$ cat config.mk
export PLATFORM = sky130hd
export DESIGN_NAME = adc_scan_seq
export DESIGN_NICKNAME = d
export VERILOG_FILES = /design/src/rtl/adc_scan_pkg.sv /design/src/rtl/adc_start_ctl.sv /design/src/rtl/adc_chan_seq.sv /design/src/rtl/adc_result_bank.sv /design/src/rtl/adc_scan_seq.sv
export SDC_FILE = /design/constraint.sdc
export NUM_CORES = 1
export LEC_CHECK = 0
export BUFFER_PORTS_ARGS = -buffer_cell sky130_fd_sc_hd__buf_2
export CAP_MARGIN = 20
export CORE_MARGIN = 2
export CORE_UTILIZATION = 53
export CTS_CLUSTER_SIZE = 10
export DETAILED_ROUTE_END_ITERATION = 7
export GPL_TIMING_DRIVEN = 0
export PLACE_DENSITY_LB_ADDON = 0.1
export SYNTH_ARGS = -nofsm -noshare
export SYNTH_HDL_FRONTEND = slang
export SYNTH_SLANG_ARGS = --single-unit
export TNS_END_PERCENT = 10
$ cat constraint.sdc
create_clock -name clk_i -period 2.7 [get_ports clk_i]
set_input_delay 0 -clock clk_i [delete_from_list [all_inputs] [get_ports clk_i]]
set_output_delay 0 -clock clk_i [all_outputs]
set_load 0.1 [all_outputs]
$ cat src/rtl/adc_scan_pkg.sv
package adc_scan_pkg;
  typedef enum logic {
    SEQ_IDLE = 1'b0,
    SEQ_CONV = 1'b1
  } seq_state_e;
endpackage

$ cat src/rtl/adc_start_ctl.sv
module adc_start_ctl (
  input  logic clk_i,
  input  logic rst_ni,
  input  logic sw_set_i,
  input  logic tmr_trig_i,
  input  logic ext_trig_i,
  input  logic sw_clr_i,
  output logic start_o,
  output logic run_o
);
  logic start_q;
  logic any_set;

  assign any_set = sw_set_i | tmr_trig_i | ext_trig_i;

  always_ff @(posedge clk_i or negedge rst_ni) begin
    if (!rst_ni)       start_q <= 1'b0;
    else if (sw_clr_i) start_q <= 1'b0;
    else if (any_set)  start_q <= 1'b1;
  end

  assign start_o = start_q;
  // clear takes effect on the sequencer in the same cycle
  assign run_o   = start_q & ~sw_clr_i;
endmodule

$ cat src/rtl/adc_chan_seq.sv
module adc_chan_seq
  import adc_scan_pkg::*;
#(
  parameter int unsigned IDX_W = 2
) (
  input  logic             clk_i,
  input  logic             rst_ni,
  input  logic             run_i,
  input  logic [IDX_W-1:0] cnt_sel_i,
  input  logic             cnv_done_i,
  output logic             req_o,
  output logic [IDX_W-1:0] idx_o,
  output logic             wr_en_o,
  output logic             pass_end_o
);
  seq_state_e       state_q, state_d;
  logic [IDX_W-1:0] idx_q, idx_d;
  logic             last_slot;

  assign last_slot = (idx_q == cnt_sel_i);

  always_comb begin
    state_d    = state_q;
    idx_d      = idx_q;
    wr_en_o    = 1'b0;
    pass_end_o = 1'b0;
    if (!run_i) begin
      state_d = SEQ_IDLE;
      idx_d   = '0;
    end else begin
      unique case (state_q)
        SEQ_IDLE: state_d = SEQ_CONV;
        SEQ_CONV: begin
          if (cnv_done_i) begin
            wr_en_o = 1'b1;
            state_d = SEQ_IDLE;
            if (last_slot) begin
              idx_d      = '0;
              pass_end_o = 1'b1;
            end else begin
              idx_d = idx_q + 1'b1;
            end
          end
        end
        default: state_d = SEQ_IDLE;
      endcase
    end
  end

  always_ff @(posedge clk_i or negedge rst_ni) begin
    if (!rst_ni) begin
      state_q <= SEQ_IDLE;
      idx_q   <= '0;
    end else begin
      state_q <= state_d;
      idx_q   <= idx_d;
    end
  end

  assign req_o = (state_q == SEQ_CONV);
  assign idx_o = idx_q;
endmodule

$ cat src/rtl/adc_result_bank.sv
module adc_result_bank #(
  parameter int unsigned GRP_SIZE = 4,
  parameter int unsigned DATA_W   = 10,
  parameter int unsigned IDX_W    = 2
) (
  input  logic                       clk_i,
  input  logic                       rst_ni,
  input  logic                       wr_en_i,
  input  logic [IDX_W-1:0]           wr_idx_i,
  input  logic [DATA_W-1:0]          wr_data_i,
  output logic [GRP_SIZE*DATA_W-1:0] res_o
);
  for (genvar k = 0; k < GRP_SIZE; k++) begin : g_slot
    logic [DATA_W-1:0] slot_q;
    always_ff @(posedge clk_i or negedge rst_ni) begin
      if (!rst_ni)
        slot_q <= '0;
      else if (wr_en_i && (wr_idx_i == IDX_W'(k)))
        slot_q <= wr_data_i;
    end
    assign res_o[k*DATA_W +: DATA_W] = slot_q;
  end
endmodule

$ cat src/rtl/adc_scan_seq.sv
module adc_scan_seq #(
  parameter int unsigned DATA_W   = 10,
  parameter int unsigned GRP_SIZE = 4,
  parameter int unsigned GRP_W    = 2,
  localparam int unsigned IDX_W   = $clog2(GRP_SIZE),
  localparam int unsigned CH_W    = GRP_W + IDX_W
) (
  input  logic                       clk_i,
  input  logic                       rst_ni,
  input  logic                       sw_start_set_i,
  input  logic                       sw_start_clr_i,
  input  logic                       tmr_trig_i,
  input  logic                       ext_trig_i,
  input  logic [GRP_W-1:0]           grp_sel_i,
  input  logic [IDX_W-1:0]           cnt_sel_i,
  input  logic                       irq_en_i,
  input  logic                       flag_clr_i,
  input  logic                       cnv_done_i,
  input  logic [DATA_W-1:0]          cnv_data_i,
  output logic                       start_o,
  output logic                       cnv_req_o,
  output logic [CH_W-1:0]            cnv_ch_o,
  output logic [GRP_SIZE*DATA_W-1:0] res_o,
  output logic                       flag_o,
  output logic                       irq_o
);
  logic             run;
  logic [IDX_W-1:0] idx;
  logic             wr_en;
  logic             pass_end;
  logic             flag_q;

  adc_start_ctl u_start (
    .clk_i      (clk_i),
    .rst_ni     (rst_ni),
    .sw_set_i   (sw_start_set_i),
    .tmr_trig_i (tmr_trig_i),
    .ext_trig_i (ext_trig_i),
    .sw_clr_i   (sw_start_clr_i),
    .start_o    (start_o),
    .run_o      (run)
  );

  adc_chan_seq #(.IDX_W(IDX_W)) u_seq (
    .clk_i      (clk_i),
    .rst_ni     (rst_ni),
    .run_i      (run),
    .cnt_sel_i  (cnt_sel_i),
    .cnv_done_i (cnv_done_i),
    .req_o      (cnv_req_o),
    .idx_o      (idx),
    .wr_en_o    (wr_en),
    .pass_end_o (pass_end)
  );

  adc_result_bank #(
    .GRP_SIZE (GRP_SIZE),
    .DATA_W   (DATA_W),
    .IDX_W    (IDX_W)
  ) u_bank (
    .clk_i     (clk_i),
    .rst_ni    (rst_ni),
    .wr_en_i   (wr_en),
    .wr_idx_i  (idx),
    .wr_data_i (cnv_data_i),
    .res_o     (res_o)
  );

  // set has priority over a simultaneous software clear
  always_ff @(posedge clk_i or negedge rst_ni) begin
    if (!rst_ni)         flag_q <= 1'b0;
    else if (pass_end)   flag_q <= 1'b1;
    else if (flag_clr_i) flag_q <= 1'b0;
  end

  assign cnv_ch_o = {grp_sel_i, idx};
  assign flag_o   = flag_q;
  assign irq_o    = flag_q & irq_en_i;
endmodule

## After elaboration in Yosys (flattened, before gate mapping)

Cells that the tools add are included.

| cells by class | value |
|---|---|
| reduce and logical (&&, ||, !) cells | 8 |
| shift-type cells | 0 |
| order comparisons | 0 |
| divide/modulo/power cells | 0 |
| multiply operators | 0 |
| mux-type cells | 18 |
| $add $sub $neg | 1 |
| equal/unequal tests | 6 |
| bitwise logic cells | 6 |

Operator list:

| kind | number |
|---|---|
| $mux 1 | 13 |
| $mux 2 | 4 |
| $eq 2x2->1 const B | 2 |
| $logic_and 1x1->1 | 4 |
| $ne 2x2->1 const B | 2 |
| $reduce_bool 2->1 | 2 |
| $add 2x1->2 const B | 1 |
| $and 1x1->1 | 2 |
| $eq 2x1->1 const B | 1 |
| $eq 2x2->1 | 1 |
| $logic_not 2->1 | 1 |
| $not 1->1 | 2 |
| $or 1x1->1 | 2 |
| $pmux 1 s2 | 1 |
| $reduce_and 2->1 | 1 |

| storage, ports and cells | value |
|---|---|
| latch bits | 0 |
| memories | 0 |
| bits in writable memories | 0 |
| output and inout port bits | 48 |
| input port bits | 23 |
| ROM bits | 0 |
| logic and storage cells | 47 |
| register bits | 45 |

## Logic depth before layout (Yosys ltp)

Gate-level depths: netlist (run 1).

| depth | value |
|---|---|
| depth after elaboration | 6 |
| depth in mapped cells | 4 |
| depth with buffers taken out | 4 |

## Modules after synthesis

From an unflattened synthesis (run 1), not the netlist that was laid out.

| unflattened totals | value |
|---|---|
| cell total of the unflattened synthesis | 116 |
| area, all modules | 1879.3 um2 |

Modules (own cells, without submodules):

| module | cells an instance | area each (um2) | times used | seq. area each (um2) |
|---|---|---|---|---|
| adc_result_bank | 87 | 1597.8 | 1 | 1001.0 |
| adc_chan_seq | 19 | 182.7 | 1 | 75.1 |
| adc_scan_seq | 6 | 57.6 | 1 | 25.0 |
| adc_start_ctl | 4 | 41.3 | 1 | 25.0 |

## Worst setup path after synthesis (run 1)

OpenSTA, ideal clock, no wires.

| path | value |
|---|---|
| path kind | register to register |
| start point | register u_seq.idx_q[0], in the netlist u_seq.idx_o[0] |
| end point | register u_bank.g_slot[2].slot_q[0] |
| slack | 0.697 ns |
| period minus slack after synthesis | 2.003 ns |
| library setup time | 0.125 ns |
| arrival | 1.877 ns |
| stages on the path, launching flop included | 5 |
| data required time | 2.575 ns |
| path buffers | 0 |
| cells stage by stage | dfrtp_1 -> inv_1 -> ha_1 -> nand2_8 -> mux2_4 |

| between the ends | value |
|---|---|
| word-level cells in the longest chain between the ends | 2 |

RTL lines:

| what | RTL line | RTL |
|---|---|---|
| from (decl) | adc_chan_seq.sv:17 | `logic [IDX_W-1:0] idx_q, idx_d;` |
| from (signal assigned) | adc_chan_seq.sv:56 | `idx_q <= idx_d;` |
| $eq 2x2->1 | adc_result_bank.sv:18 | `else if (wr_en_i && (wr_idx_i == IDX_W'(k)))` |
| $logic_and 1x1->1 | adc_result_bank.sv:18 |  |
| to (signal assigned) | adc_result_bank.sv:19 | `slot_q <= wr_data_i;` |
| to (decl) | adc_result_bank.sv:14 | `logic [DATA_W-1:0] slot_q;` |

Every way passes these cells.
A chain may end at the register's enable or synchronous reset.

==> results.txt, run 1 <==
At the placement stage, the worst setup path has a slack of 1.269 ns. After the first detailed-routing iteration, the DRC count stood at 31. Sequential cells were found to cover 56.25% of the synthesized design area. The tools report the hold violation count in the final report as 0.

The register bit count reported by yosys is 45. Cell depth of the worst hold path: 4. Via density per instance: 4.901.

In this run the power density over the cells is 620.1 nW/µm². Post-CTS timing repair inserted 0 buffers for setup. Once detailed placement completed, the half-perimeter wirelength came to 2551 µm. The tools report the core utilization of the finished layout as 72.52%.

Across all register-to-register paths, the minimum setup slack is 1.26 ns. The routed length per placed instance came out at 14.89 µm. The ratio of cells with drive above 1 in the final layout was 60.29%. Measured along the y axis, the die boundary spans 65.46 µm. The detail route stage leaves a number of antenna-violating nets equal to 0.

The biggest cell delay along the critical path is 0.55 ns. The logs give 1.634 mW for the overall power consumption and 55.10% for the starting density of the core. The global routing usage summed across all routing layers was 19.04%. The number of global-route vias before repair came out at 1255. The floorplan step defined a die boundary enclosing 4285 µm².

The H-tree was split into 2 levels. The count of buffering cells on the critical path with inverters included came out at 1. In the finished design, the share of the clock period the worst path needs comes to 53.48%. The final wirelength was 3753 µm; the shortest clock period the worst path allows after layout was 1.444 ns.

At the pin with the least slew margin, the transition time is 0.9532 ns. The run gives 0.7556 as the global placement routability congestion. The floorplan has 22 rows.

The worst register-to-register path begins at u_start.start_o. The leakage power is 1.520 nW, and the data required time of the worst path is 2.88 ns. In this run the most critical hold path is launched from cnt_sel_i[0]. The post-synthesis cell count was 113; the reported max-cap violation count was 0. The final worst clock skew came out at 0.008168 ns. Setup repair after global routing left no endpoint under its margin. Summed over all failing endpoints, the final setup total negative slack is 0 ns. The critical path goes through nor4_1 > nor2_1 > dlygate4sd3_1.

The later pin in the worst-skew pair is clocked with a latency of 0.30 ns. The slowest stage cell on the critical path was sky130_fd_sc_hd__dlygate4sd3_1. TritonCTS built the clock tree.

For the worst flop-to-flop path, the logic depth is 3. The sequential cell area in the final layout came out at 1126 µm². Entering global routing, the biggest net connects 46 pins. The tools report the final setup violation count as 0. The endpoint of the lowest-slack register-to-register path is u_start.start_o. After floorplanning, the core was sized to cover 3633 µm². For this run, the number of Yosys warnings is 0. In this run the number of cells on the critical path is 3.

The min-delay analysis places its worst path in the category in -> reg. The number of buffers inserted by port buffering is 68. The synthesized netlist contains 19 unique library cells. After filler insertion, the fill cell instance count of the layout stands at 252. Data arrives at the worst endpoint at 1.62 ns.

Summing every instance area after synthesis gives 2002 µm². Across all layers, the routed design uses 1235 vias. The maximum buffer depth of the clock tree is 2, and the number of hold-repair buffers added at the cts stage is 14. Antenna diode count: 0. Worst hold path endpoint: flag_o.

The initial antenna violation count is 0. The cell sitting at the root of the clock tree is a sky130_fd_sc_hd__clkbuf_8. The worst setup path is launched from a flop. STA classifies the critical path endpoint as a flop. VDD sags by at most 0.4350 mV.

The total area of multi-input combinational cells is 829.5 µm². The net count of the mapped netlist was 140; the signed area change from the synthesized netlist to the final layout was 31.63%. At the end of the flow, the number of nets in the layout was 230.

The first global-routing pass estimated 6016 µm of wire. The x dimension of the die is 65.46 µm, and the normalized max-slew margin is 36.45%. Of all nets on the critical path, the largest fanout is 5. Critical path's top delay family: buffers and inverters. Clock tree synthesis found a total of 45 sinks. The DRC violations left came out at 0. The number of gates given a new drive strength after cts is 0, and the average cell area after synthesis is 17.72 µm². The critical path class is reg -> reg. The number of pins exceeding their max-slew limit in the final report came out at 0.

The number of CTS-inserted buffers is 5. The clock transition time at the flip-flop clock pins of the worst setup and hold paths is 0.08 ns, and the detailed-router iteration count before antenna repair is 4. After global routing the overflow that remains totals 0.

The number of primary I/O pins is 71. The flow ran to the end, and the final reports show no timing, DRC or antenna violations. Timing would allow up to 0.6925 GHz.

Setup slack on the critical path of the routed design comes to 1.256 ns.
-- per-stage QoR --
step	hold slack, ns	instances	cell area, µm²
2_1_floorplan	-0.2956	113	2002
3_3_place_gp	0.1826	229	2402
3_5_place_dp	0.2045	229	2402
4_1_cts	0.004995	251	2625
5_1_grt	0.07154	252	2635
6_report	0.05472	252	2635
-- how the worst max path moves through the flow --
stage                                       to             from  slack (ns)
floorplan           u_bank.g_slot[2].slot_q[0]   u_seq.idx_o[0]        0.70
global placement    u_bank.g_slot[0].slot_q[7]   u_seq.idx_o[0]        1.30
detailed placement  u_bank.g_slot[2].slot_q[7]   u_seq.idx_o[0]        1.27
CTS                 u_bank.g_slot[2].slot_q[7]   u_seq.idx_o[0]        1.25
global route        u_bank.g_slot[2].slot_q[7]   u_seq.idx_o[0]        1.16
finish                         u_start.start_o  u_start.start_o        1.26
-- per-layer routing --
metal	vias to the layer above	routed length, µm	global-route usage [%]
met2	52	1735	31.25
met5	-	0	0
met1	601	1707	24.02
li1	577	-	-
met4	0	38	5.469
met3	5	272	6.507
-- layout by cell type, fill, tap and decap left out, types with 2 or more instances in the layout --
cell / instances
sky130_fd_sc_hd__buf_2: 68
sky130_fd_sc_hd__dfrtp_1: 45
sky130_fd_sc_hd__mux2_4: 40
sky130_fd_sc_hd__dlygate4sd3_1: 15
sky130_fd_sc_hd__clkbuf_8: 5
sky130_fd_sc_hd__nand2_8: 4
sky130_fd_sc_hd__ha_1: 4
sky130_fd_sc_hd__inv_1: 3
sky130_fd_sc_hd__nor2_1: 2
sky130_fd_sc_hd__xnor2_1: 2
sky130_fd_sc_hd__buf_4: 2
sky130_fd_sc_hd__clkinv_2: 2
-- flip-flops by register name, indices dropped and copies added (netlist names) --
register,cells
u_bank.g_slot.slot_q,40
u_seq.idx_o,2
flag_o,1
u_seq.req_o,1
u_start.start_o,1
-- cell families after synthesis --
logic type | synth area share, %
xor+xnor | 0.8752
fa+ha+maj | 2.500
simple gates | 6.563
buf+inv | 2.312
mux | 30.00
flops | 56.25
compound gates | 1.500
-- synthesized netlist by cell type --
cell type | number | area (µm²)
sky130_fd_sc_hd__o22ai_1 | 1 | 6.260
sky130_fd_sc_hd__nand2_8 | 4 | 80.08
sky130_fd_sc_hd__dfrtp_1 | 45 | 1126
sky130_fd_sc_hd__a22o_1 | 1 | 8.760
sky130_fd_sc_hd__mux2_4 | 40 | 600.6
sky130_fd_sc_hd__nand2_1 | 1 | 3.750
sky130_fd_sc_hd__nor4_1 | 1 | 6.260
sky130_fd_sc_hd__xnor2_1 | 2 | 17.52
sky130_fd_sc_hd__and4b_1 | 1 | 10.01
sky130_fd_sc_hd__nor2_1 | 2 | 7.510
sky130_fd_sc_hd__buf_12 | 1 | 20.02
sky130_fd_sc_hd__ha_1 | 4 | 50.05
sky130_fd_sc_hd__inv_1 | 3 | 11.26
sky130_fd_sc_hd__a32o_1 | 1 | 10.01
sky130_fd_sc_hd__nand4b_1 | 1 | 8.760
sky130_fd_sc_hd__or2b_2 | 1 | 8.760
sky130_fd_sc_hd__and2_1 | 1 | 6.260
sky130_fd_sc_hd__a21oi_1 | 1 | 5.000
sky130_fd_sc_hd__buf_4 | 2 | 15.01
-- area by class of cell --
class | count | share of cell area, %
clock buffer | 6 | 2.754
clock inverter | 2 | 0.3799
inverter | 3 | 0.4273
sequential | 45 | 42.73
buffer | 3 | 1.330
tap | 48 | 2.279
multi-input combinational | 62 | 31.48
timing repair buffer | 83 | 18.61
-- report_power, final --
group	internal [mW]	switching (mW)	total, mW
clock network	0.179	0.214	0.394
logic	0.112	0.387	0.500
registers	0.715	0.0253	0.740
-- worst reg2reg max path: stages (launching register included) --
cell and delay (ns):
sky130_fd_sc_hd__dfrtp_1 0.42, sky130_fd_sc_hd__nor4_1 0.30, sky130_fd_sc_hd__nor2_1 0.06, sky130_fd_sc_hd__dlygate4sd3_1 0.55
No activity file was read; power rests on OpenSTA's default activity.
==> run 2, diff against run 1 <==
--- a/config.mk
+++ b/config.mk
@@ -8,7 +8,7 @@
 export BUFFER_PORTS_ARGS = -buffer_cell sky130_fd_sc_hd__buf_2
 export CAP_MARGIN = 20
 export CORE_MARGIN = 2
-export CORE_UTILIZATION = 53
+export CORE_UTILIZATION = 44
 export CTS_CLUSTER_SIZE = 10
 export DETAILED_ROUTE_END_ITERATION = 7
 export GPL_TIMING_DRIVEN = 0
==> constraint.sdc (replaced) <==
create_clock -name clk_i -period 1.3 [get_ports clk_i]
set_input_delay 0 -clock clk_i [delete_from_list [all_inputs] [get_ports clk_i]]
set_output_delay 0 -clock clk_i [all_outputs]
set_load 0.1 [all_outputs]
==> run 2 against run 1 <==
Against the previous run: the flow now finishes with violations (negative setup slack); utilization down 8.4 points; routed wire length up 15%; register-to-register slack worse by 1.4 ns; critical path depth up 1; first-iteration DRC count down 32%; clock power up 100%; worst setup slack worse by 1.4 ns; combinational power up 110%.
==> results.txt, run 2 (same netlist as run 1, synthesis figures left out) <==
The number of nets in the layout came out at 236 (was 230). Final cycle utilization of the critical path: 111.2% (was 53.48%). Critical path class: reg -> reg (unchanged). The sequential cell area in the final layout is 1141 µm² (was 1126 µm²), and the number of design-rule violations left by the first detailed-router iteration is 21 (was 31). Setup repair after global routing could not meet its margin everywhere.

For the final non-filler cell total, the log shows 261 (was 252). The final wirelength came out at 4320 µm (was 3753 µm). The most common cell after layout, fill and taps aside is sky130_fd_sc_hd__buf_2 (unchanged). The run gives 1477 (was 1255) as the number of global-route vias before repair.

The flow ran to the end, but the final reports show violations. Register with the most flip-flops: u_bank.g_slot.slot_q (unchanged). The total global routing overflow is 0 (unchanged). The tools report the endpoint kind of the worst setup timing path as a flop (unchanged). TritonCTS built the clock tree. The run gives 1.527 nW (was 1.520 nW) as the leakage power. The run gives 71 (unchanged) as the number of primary I/O pins.

The run gives 45.98% (was 55.10%) as the starting density of the core. Clock transition time at the flip-flop clock pins of the worst setup and hold paths: 0.08 ns (about the same). For the number of routed nets with antenna violations, the log shows 0 (unchanged). The post-CTS setup repair buffer count is 0 (unchanged), and the number of sinks handled by clock tree synthesis is 45 (unchanged).

The clock insertion delay at the later pin of the skew report is 0.29 ns (was 0.30 ns), and the final-layout worst hold slack is 0.001373 ns (was 0.05472 ns). Number of CTS-inserted buffers: 5 (unchanged). The die extent in y came out at 71.45 µm (was 65.46 µm). The element type at the critical path start is a flop (unchanged).

The logs give 0 (unchanged) for the number of pins exceeding their max-slew limit in the final report and 18.84% (was 19.04%) for the global routing usage summed across all routing layers. For the number of placed cells counting well taps, the log shows 233 (was 229). The run gives 0.7530 (was 0.7556) as the global placement routability congestion.

The master cell of the clock root buffer is sky130_fd_sc_hd__clkbuf_8 (unchanged). The final reports fail on negative setup slack. The number of buffers inserted by port buffering was 68 (unchanged); the post-detailed-placement half-perimeter wirelength was 2751 µm (was 2551 µm).

The shortest clock period the worst path allows after layout works out to 1.446 ns (was 1.444 ns). The DRC violations left was 0 (unchanged); the number of inserted filler cells in the final layout was 344 (was 252). The total area of multi-input combinational cells was 950.9 µm² (was 829.5 µm²); the cell row count was 24 (was 22). Most frequent cells in the layout: sky130_fd_sc_hd__buf_2 (67), sky130_fd_sc_hd__dfrtp_1 (41), sky130_fd_sc_hd__mux2_4 (40) (was sky130_fd_sc_hd__buf_2 (68), sky130_fd_sc_hd__dfrtp_1 (45), sky130_fd_sc_hd__mux2_4 (40)). Ratio of cells with drive above 1 in the final layout: 65.07% (was 60.29%).

The maximum ir drop on the vdd rail was 0.6521 mV (was 0.4350 mV). The maximum buffer depth of the clock tree is 2 (unchanged). The floorplan core area is 4354 µm² (was 3633 µm²), and the via density per instance is 4.939 (was 4.901).

The setup slack after layout is -0.1455 ns (was 1.256 ns). The hold violation count in the final report was 0 (unchanged). The overall via count from detail_route is 1289 (was 1235). The run gives 1.63 ns (was 1.62 ns) as the arrival time at the worst endpoint. The maximum net fanout on the critical path is 9 (was 5), and the overall die area is 5105 µm² (was 4285 µm²). The initial antenna violation count is 0 (unchanged). The x dimension of the die is 71.45 µm (was 65.46 µm). The routed length per placed instance was 16.55 µm (was 14.89 µm); the antenna diode count was 0 (unchanged).

For the largest net degree at the start of global routing, the log shows 46 (unchanged). The power density over the cells is 1216 nW/µm² (was 620.1 nW/µm²). For the maximum achievable frequency, the log shows 0.6918 GHz (was 0.6925 GHz). Worst hold-check path type: in -> reg (unchanged). The final worst clock skew was 0.006190 ns (was 0.008168 ns); the reported max-cap violation count was 0 (unchanged).

The total number of H-tree levels was 2 (unchanged); the normalized max-slew margin was 59.88% (was 36.45%). The logs give -0.1526 ns (was 1.269 ns) for the post-place setup slack and 4 (unchanged) for the detailed-router iteration count before antenna repair. The flip-flop count of the largest register, all copies and words added came out at 40 (unchanged). The wire length of the first global-routing pass was 7410 µm (was 6016 µm).

The final setup violation count was 40 (was 0); the data required time of the worst path was 1.48 ns (was 2.88 ns). The actual slew at the worst max-slew pin is 0.6018 ns (was 0.9532 ns). Signed area change from the synthesized netlist to the final layout: 39.56% (was 31.63%).
[run 2: changes by cell type in the layout (fill, tap and decap cells not counted)]
cell | before | now
sky130_fd_sc_hd__inv_1 | 3 | 2
sky130_fd_sc_hd__and2_1 | 1 | 0
sky130_fd_sc_hd__inv_2 | 0 | 1
sky130_fd_sc_hd__nand2_8 | 4 | 8
sky130_fd_sc_hd__dfrtp_4 | 0 | 4
sky130_fd_sc_hd__and2_2 | 0 | 1
sky130_fd_sc_hd__clkbuf_4 | 0 | 1
sky130_fd_sc_hd__ha_2 | 0 | 1
sky130_fd_sc_hd__ha_4 | 0 | 3
sky130_fd_sc_hd__dfrtp_1 | 45 | 41
sky130_fd_sc_hd__dlygate4sd3_1 | 15 | 17
sky130_fd_sc_hd__clkinv_2 | 2 | 1
sky130_fd_sc_hd__ha_1 | 4 | 0
sky130_fd_sc_hd__buf_2 | 68 | 67
[run 2: routing by layer]
layer / part of all wire (%) / up-vias / track usage [%]
li1: - / 593 / -
met1: 43 / 644 / 23.87
met2: 50 / 47 / 32.72
met3: 5.7 / 5 / 4.501
met4: 0.95 / 0 / 4.403
met5: 0 / - / 0
[run 2: area by class of cell]
| class | count | share of cell area (%) |
|---|---|---|
| clock buffer | 6 | 2.597 |
| inverter | 3 | 0.4030 |
| timing repair buffer | 85 | 18.36 |
| multi-input combinational | 66 | 34.03 |
| sequential | 45 | 40.84 |
| buffer | 3 | 1.254 |
| tap | 52 | 2.329 |
| clock inverter | 1 | 0.1791 |
[run 2: final timing paths]
kind | from | cells past startpoint | end | slack (ns)
max in group asynchronous | rst_ni | 2 | u_seq.req_o | 0.56
min reg2reg | u_bank.g_slot[1].slot_q[6] | 1 | u_bank.g_slot[1].slot_q[6] | 0.51
max reg2reg | u_start.start_o | 4 | u_bank.g_slot[1].slot_q[5] | -0.15
min | cnv_data_i[2] | 2 | u_bank.g_slot[3].slot_q[2] | 0.001
min in group asynchronous | rst_ni | 2 | u_bank.g_slot[0].slot_q[1] | 0.27
max | u_start.start_o | 4 | u_bank.g_slot[1].slot_q[5] | -0.15
[run 2: through the flow]
stage	power (mW)	util, %	TNS, ns	cell area [µm²]
2_1_floorplan	2.382	-	-11.59	2018
3_3_place_gp	2.563	55.66	-5.150	2424
3_5_place_dp	2.576	55.66	-5.715	2424
4_1_cts	3.423	63.88	-5.462	2781
5_1_grt	3.549	64.17	-6.968	2794
6_report	3.398	64.17	-5.225	2794
[run 2: report_power, final]
part	internal [mW]	switching, mW	total [mW]
registers	1.49	0.0512	1.54
logic	0.240	0.815	1.05
clock network	0.366	0.438	0.804
total	2.09	1.30	3.40
[run 2: what timing repair did]
item	CTS	global route
resized for setup	12	1
pin swaps	3	1
endpoints found under the setup margin	40	45
cloned	4	0
hold endpoints to repair	81	1
hold buffers	16	1
[run 2: worst max-delay path, stage by stage (launching register included)]
cell                      delay, ns
sky130_fd_sc_hd__dfrtp_4       0.50
sky130_fd_sc_hd__and4b_1       0.21
sky130_fd_sc_hd__buf_12        0.18
sky130_fd_sc_hd__nand2_8       0.12
sky130_fd_sc_hd__mux2_4        0.31
